<file path="src/rtl/uwd_pkg.sv">
package uwd_pkg;
  typedef enum logic [1:0] {
    DMA_OFF     = 2'b00,
    DMA_SPLIT   = 2'b01,
    DMA_RX_ONLY = 2'b10,
    DMA_TX_ONLY = 2'b11
  } dmaMode_e;

  // control strobes handed from the register side to the datapath
  typedef struct packed {
    dmaMode_e mode;
    logic     wakeArm;
    logic     txEmptyOnly;
    logic     dsrEn;
    logic     rxGran;
    logic     txGran;
  } ctlStrobe_t;

  localparam int BIT_SRC     = 0;
  localparam int BIT_MODE_LO = 1;
  localparam int BIT_THR     = 3;
  localparam int BIT_WAKE    = 4;
  localparam int BIT_DSR     = 5;
  localparam int BIT_TXGRAN  = 6;
  localparam int BIT_RXGRAN  = 7;
endpackage

</file>
<file path="src/rtl/uwd_ctrl.sv">
module uwd_ctrl
  import uwd_pkg::*;
(
  input  logic       clk,
  input  logic       rstN,
  input  logic       regWr,
  input  logic [7:0] regWrData,
  input  logic       fcrDmaBit,
  output logic [7:0] ctlReg,
  output ctlStrobe_t strb
);
  always_ff @(posedge clk or negedge rstN) begin
    if (!rstN)      ctlReg <= '0;
    else if (regWr) ctlReg <= regWrData;
  end

  always_comb begin
    if (ctlReg[BIT_SRC]) strb.mode = dmaMode_e'(ctlReg[BIT_MODE_LO +: 2]);
    else                 strb.mode = fcrDmaBit ? DMA_SPLIT : DMA_OFF;
    strb.wakeArm     = ctlReg[BIT_WAKE];
    strb.txEmptyOnly = ctlReg[BIT_THR];
    strb.dsrEn       = ctlReg[BIT_DSR];
    strb.rxGran      = ctlReg[BIT_RXGRAN];
    strb.txGran      = ctlReg[BIT_TXGRAN];
  end
endmodule

</file>
<file path="src/rtl/uwd_datapath.sv">
module uwd_datapath
  import uwd_pkg::*;
#(
  parameter int LW   = 7,
  parameter int NPIN = 3
) (
  input  logic            clk,
  input  logic            rstN,
  input  ctlStrobe_t      strb,
  input  logic [LW-1:0]   txLevel,
  input  logic [LW-1:0]   rxLevel,
  input  logic [LW-1:0]   txThresh,
  input  logic [LW-1:0]   rxThresh,
  input  logic            txShiftEmpty,
  input  logic            dsrDelta,
  input  logic [NPIN-1:0] pinIn,
  output logic [1:0]      dmaReqN,
  output logic            thrIrq,
  output logic            dsrIrq,
  output logic            wakeFlag
);
  localparam int EW = LW + 2;

  logic [EW-1:0] txEff, rxEff;
  logic          txHit, rxHit;

  always_comb begin
    txEff = strb.txGran ? EW'(txThresh) : (EW'(txThresh) << 2);
    rxEff = strb.rxGran ? EW'(rxThresh) : (EW'(rxThresh) << 2);
    txHit = EW'(txLevel) <= txEff;
    rxHit = EW'(rxLevel) >= rxEff;
  end

  always_comb begin
    dmaReqN = 2'b11;
    unique case (strb.mode)
      DMA_SPLIT:   dmaReqN = {~rxHit, ~txHit};
      DMA_RX_ONLY: dmaReqN[0] = ~rxHit;
      DMA_TX_ONLY: dmaReqN[0] = ~txHit;
      default:     dmaReqN = 2'b11;
    endcase
  end

  assign thrIrq = strb.txEmptyOnly ? (txLevel == '0 && txShiftEmpty) : txHit;
  assign dsrIrq = strb.dsrEn & dsrDelta;

  logic [NPIN-1:0] syncA, syncB, lastB;

  for (genvar g = 0; g < NPIN; g++) begin : g_sync
    always_ff @(posedge clk or negedge rstN) begin
      if (!rstN) begin
        syncA[g] <= 1'b1;
        syncB[g] <= 1'b1;
        lastB[g] <= 1'b1;
      end else begin
        syncA[g] <= pinIn[g];
        syncB[g] <= syncA[g];
        lastB[g] <= syncB[g];
      end
    end
  end

  logic [NPIN-1:0] fallSeen;
  assign fallSeen = lastB & ~syncB;

  always_ff @(posedge clk or negedge rstN) begin
    if (!rstN)              wakeFlag <= 1'b0;
    else if (!strb.wakeArm) wakeFlag <= 1'b0;
    else if (|fallSeen)     wakeFlag <= 1'b1;
  end
endmodule

</file>
<file path="src/rtl/uart_wake_dma_ctrl.sv">
module uart_wake_dma_ctrl
  import uwd_pkg::*;
#(
  parameter int DEPTH = 64,
  parameter int LW    = $clog2(DEPTH + 1)
) (
  input  logic          clk,
  input  logic          rstN,
  input  logic          regWr,
  input  logic [7:0]    regWrData,
  output logic [7:0]    regRdData,
  input  logic          fcrDmaBit,
  input  logic [LW-1:0] txLevel,
  input  logic [LW-1:0] rxLevel,
  input  logic [LW-1:0] txThresh,
  input  logic [LW-1:0] rxThresh,
  input  logic          txShiftEmpty,
  input  logic          dsrDelta,
  input  logic          rxPin,
  input  logic          ctsPin,
  input  logic          dsrPin,
  output logic [1:0]    dmaReqN,
  output logic          thrIrq,
  output logic          dsrIrq,
  output logic          wakeIrq,
  output logic          wakeStatus
);
  ctlStrobe_t strb;
  logic       wakeFlag;

  uwd_ctrl u_ctrl (
    .clk(clk), .rstN(rstN), .regWr(regWr), .regWrData(regWrData),
    .fcrDmaBit(fcrDmaBit), .ctlReg(regRdData), .strb(strb)
  );

  uwd_datapath #(.LW(LW), .NPIN(3)) u_dp (
    .clk(clk), .rstN(rstN), .strb(strb),
    .txLevel(txLevel), .rxLevel(rxLevel),
    .txThresh(txThresh), .rxThresh(rxThresh),
    .txShiftEmpty(txShiftEmpty), .dsrDelta(dsrDelta),
    .pinIn({dsrPin, ctsPin, rxPin}),
    .dmaReqN(dmaReqN), .thrIrq(thrIrq), .dsrIrq(dsrIrq),
    .wakeFlag(wakeFlag)
  );

  assign wakeIrq    = wakeFlag;
  assign wakeStatus = wakeFlag;
endmodule

</file>
<file path="config.mk">
export PLATFORM = sky130hd
export DESIGN_NAME = uart_wake_dma_ctrl
export DESIGN_NICKNAME = d
export VERILOG_FILES = /design/src/rtl/uwd_pkg.sv /design/src/rtl/uwd_ctrl.sv /design/src/rtl/uwd_datapath.sv /design/src/rtl/uart_wake_dma_ctrl.sv
export SDC_FILE = /design/constraint.sdc
export NUM_CORES = 1
export LEC_CHECK = 0
export ABC_AREA = 1
export BUFFER_PORTS_ARGS = -buffer_cell sky130_fd_sc_hd__clkbuf_2
export CAP_MARGIN = 20
export CORE_MARGIN = 2
export CORE_UTILIZATION = 46
export DETAILED_ROUTE_END_ITERATION = 8
export PLACE_DENSITY = 0.9
export SLEW_MARGIN = 20
export SYNTH_ARGS = -nofsm -noshare
export SYNTH_HDL_FRONTEND = slang
export SYNTH_SLANG_ARGS = --single-unit
</file>
<file path="constraint.sdc">
create_clock -name clk -period 2.4 [get_ports clk]
set_input_delay 0.48 -clock clk [delete_from_list [all_inputs] [get_ports clk]]
set_output_delay 0.48 -clock clk [all_outputs]
set_load 0.02 [all_outputs]
</file>
After elaboration in Yosys (flattened, before gate mapping):

Index checks and enable logic that the tools add are counted.

* word-level logic and storage cells: 35
* input bits: 45
* bits in registers: 18

* mux-type cells: 9
* bitwise logic cells: 5
* reductions and logical operators: 4
* order comparisons: 2
* equality and inequality tests: 4

Operators with widths (count)
* $mux W9: 2
* $ge A7 B9 Y1: 1
* $le A7 B9 Y1: 1
* $logic_not A7 Y1: 1
* $mux W1: 5
* $eq A2 B2 Y1 const B: 2
* $and A3 B3 Y3: 1
* $not A3 Y3: 1
* $reduce_or A3 Y1: 1
* $eq A2 B1 Y1 const B: 1
* $mux W2: 1
* $ne A2 B1 Y1 const B: 1
* $not A1 Y1: 2
* $pmux W1 S2: 1
* $reduce_or A2 Y1: 1
* $and A1 B1 Y1: 1
* $logic_and A1 B1 Y1: 1

Depth between registers and ports, before layout:

* depth after elaboration: 5
* gate-level depth with buffers: 14
* gate-level depth less buffers: 13

Hierarchy:

From an unflattened synthesis, not the netlist that was laid out.

* cell total of the unflattened synthesis: 174
* area, all modules: 1295.0 um^2

By module, submodules not included
* uwd_datapath: times used 1, sequential area each 261.5 um^2, area an instance 922.1 um^2, cells each 128
* uwd_ctrl: times used 1, sequential area each 200.2 um^2, area an instance 365.4 um^2, cells each 45
* uart_wake_dma_ctrl: times used 1, sequential area each 0.0 um^2, area an instance 7.5 um^2, cells each 1

Least setup slack after synthesis:

OpenSTA, ideal clock, no wires.

* path kind: reg2out
* start: reg u_ctrl.ctlReg[6]
* end: out dmaReqN[0]
* stages on the path, launching flop included: 15
* required time: 1920 ps
* path slack: 187 ps
* arrival time: 1733 ps
* cell sequence: dfrtp_1 buf_6 inv_6 nand2_1 o21ai_0 ha_1 nand2_1 clkinv_8 nand3_1 nor2_1 nor2_1 nand2_1 nand2_1 nand2_1 inv_1

* word-level cells in the longest chain between the ends: 4

RTL lines
* from (decl): line uwd_ctrl.sv:9 `output logic [7:0] ctlReg,`
* from (signal assigned): line uwd_ctrl.sv:14 `else if (regWr) ctlReg <= regWrData;`
* $mux W9: line uwd_datapath.sv:28 `txEff = strb.txGran ? EW'(txThresh) : (EW'(txThresh) << 2);`
* $le A7 B9 Y1: line uwd_datapath.sv:30 `txHit = EW'(txLevel) <= txEff;`
* $not A1 Y1: line uwd_datapath.sv:37, uwd_datapath.sv:39
* $pmux W1 S2: line uwd_datapath.sv:36 `unique case (strb.mode)`
* to (decl): line uart_wake_dma_ctrl.sv:22 `output logic [1:0] dmaReqN,`

Every way passes these cells.

Worst setup path in the final report:

Same ends and word-level chain as after synthesis.

==> flow_summary.ini <==
[status]
status = finished with violations
violations = negative setup slack

[die]
ios = 59
fp.dieH_um = 56.34
core_area_um2 = 2545
dieArea_um2 = 3174
die_x_um = 56.34
initial_core_util = 0.4951
num_rows = 18

[sta]
layout_min_cycle_time_ns = 2.557
hold_ws_ns = 0.1044
setup_violations = 2
tightest_slew_ns = 0.4211
fin_ws_ns = -0.1565
hold_viol_final = 0
fmax_mhz = 391.2
rsz0062_at_grt = true
finClkSkew_ns = 0.001483
fin_crit_sh = 1.065
slew_violations = 0
maxSlewHeadroom = 0.7193

[placed_design]
globalplace.congestion = 0.8199
postPlaceCellArea_um2 = 1554
port_buffers = 58
pre_cts_slack_ns = 0.02052
dp_hpwl_mm = 2.197

[setup_path]
startpoint_type = flip-flop
path_max_fanout = 7
crit_arrival_ns = 2.08
path_class = reg -> out
r2r_setup_slack_ns = 1.33
cp.required_ns = 1.92
endpoint_kind = output port

[routing]
wire_per_inst_um = 11.69
routed_wl_mm = 3.028
drt_pass1_iterations = 4
drtIter0Drc = 14
antenna_left = 0
vias_per_cell = 4.730
vias = 1225
drc = 0

[synthesis]
syn-cell-area_um2 = 1260
ys_seq_area_frac = 0.3664
synth_cell_types = 27
ys_warn_count = 0
synth.avg_cell_area_um2 = 7.924
syn_inst = 159
synth_fp_nets = 218
ys_ff_latch = 18

[pwr]
pwr-share-comb = 0.408
p_int_mw = 0.5902
leakage_nw = 1.031
total_power_mw = 0.8946
p_clk_frac = 0.201
p_switching_mw = 0.3044
irDropWorstVdd_uv = 467.6
p_seq_frac = 0.391
p_sw_frac = 0.3402
p_per_area_nw_per_um2 = 483.4

[finish]
multiInputGateArea_um2 = 754.5
syn_to_final_growth_pct = 46.87
final_cell_area_um2 = 1851
nNetsFinal = 289
regArea_um2 = 464.2
fill_cells = 207
n_antenna_cell = 0
fin_util = 0.7271
layout-drive-gt1-share = 0.5240

[global_route]
globalRoute.totalOverflow = 0
grtUsageTotal = 0.1938
grt_pass1_wl_mm = 4.892
grt_pass1_vias = 1173
grt_max_degree = 19
antenna_found_initial = 0

[clock_network]
clock-sinks = 18
clock_path_buffers = 2
root_buffer = clkbuf_4
clk_latency_ns = 0.29
cts_tree = yes
cts_buffers = 3
path_clk_slew_ns = 0.09
htreeDepth = 1

[flow_run]
drv_cap = 0

[min_path]
hp-class = in -> async
## placed cells by master, fill, tap and decap left out, drive strengths merged
cell / Yosys / routed
dfrtp: 9 / 9
clkbuf: 1 / 62
nand2: 51 / 51
nand3: 4 / 4
nor3: 1 / 1
a221oi: 1 / 1
o21ai: 19 / 19
a21o: 2 / 2
dfstp: 9 / 9
buf: 3 / 12
ha: 14 / 14
inv: 29 / 28
nand4: 1 / 1
nor2: 5 / 5
mux2: 2 / 2
clkinv: 1 / 2
mux2i: 2 / 2
nor4: 1 / 1
a21oi: 4 / 4
## critical path, stage by stage, from the launching register on
cell and delay [ns]:
dfrtp_2 0.48, buf_6 0.14, mux2i_1 0.11, ha_1 0.30, nand2_1 0.08, inv_2 0.04, nand2_1 0.11, nor2_4 0.04
nor2_2 0.12, nand2_2 0.07, nand2_1 0.06, nand2_1 0.05, inv_1 0.05, clkbuf_8 0.13
## kinds of logic after synthesis
logic type / after synthesis / share of synthesized area
AO/OA/AOI/OAI: 26 / 0.1281
adder cells (fa/ha/maj): 14 / 0.1390
buffers and inverters: 34 / 0.1321
flip-flops: 18 / 0.3664
multiplexers: 4 / 0.03376
AND/OR/NAND/NOR: 63 / 0.2006
## metrics by stage
step,cells,TNS (ns)
floorplan,159,0
global placement,243,0
detailed placement,243,0
CTS,257,-0.2167
global route,259,-0.6317
finish,259,-0.2961
## registers in the layout (all words and copies together) (netlist names)
register and cells:
u_ctrl.ctlReg 8, u_dp.lastB 3, u_dp.syncA 3, u_dp.syncB 3
u_dp.wakeFlag 1
## final timing paths
check,start,end,cells after the start
min in group clk,ctsPin,u_dp.syncA[1],1
worst min-delay path,rstN,u_dp.wakeFlag,1
worst max register to register,u_dp.syncB[1],u_dp.wakeFlag,3
worst max-delay path,u_ctrl.ctlReg[6],dmaReqN[0],13
worst min register to register,u_dp.syncA[2],u_dp.syncB[2],0
max in group asynchronous,rstN,u_dp.lastB[2],1
## power groups by stage
stage | Clock, mW | Sequential, mW | Combinational (mW)
after floorplan | 0 | 0.366 | 0.167
after global placement | 0 | 0.355 | 0.260
after detailed placement | 0 | 0.357 | 0.268
after CTS | 0.188 | 0.351 | 0.320
after global routing | 0.203 | 0.354 | 0.405
final | 0.180 | 0.350 | 0.365
## layout make-up
type,instances,share of cell area
multi-input combinational,107,0.4077
sequential,18,0.2508
timing repair buffer,70,0.2299
inverter,30,0.07167
tap,30,0.02028
clock buffer,4,0.01961
## what timing repair did
item | 4_1_cts | 5_1_grt
endpoints found under the setup margin | 3 | 3
hold buffers | 0 | 0
buffers inserted | 10 | 2
pin swaps | 15 | 20
resized for setup | 26 | 23
endpoints found under the hold margin | 0 | 0
## metal layers
| metal | track usage | wire [um] |
|---|---|---|
| met5 | 0 | 0 |
| met4 | 0.04082 | 27 |
| met3 | 0.04147 | 142 |
| met2 | 0.3748 | 1616 |
| met1 | 0.2145 | 1241 |
## cells in the mapped netlist
cell type	instances	area (um2)
a21o_1	2	15.01
a21oi_1	4	20.02
a221oi_1	1	8.760
buf_4	1	7.510
buf_6	2	22.52
clkbuf_1	1	3.750
clkinv_8	1	16.27
dfrtp_1	9	225.2
dfstp_2	9	236.5
ha_1	14	175.2
inv_1	24	90.09
inv_2	3	11.26
inv_4	1	6.260
inv_6	1	8.760
mux2_2	2	22.52
mux2i_1	2	20.02
nand2_1	51	191.4
nand3_1	3	15.01
nand3_2	1	10.01
nand4_1	1	6.260
nor2_1	5	18.77
nor3_1	1	5.000
nor4_1	1	6.260
o21ai_0	14	70.07
o21ai_1	1	5.000
o21ai_2	3	26.28
o21ai_4	1	16.27
Power figures use the tool's default switching activity.
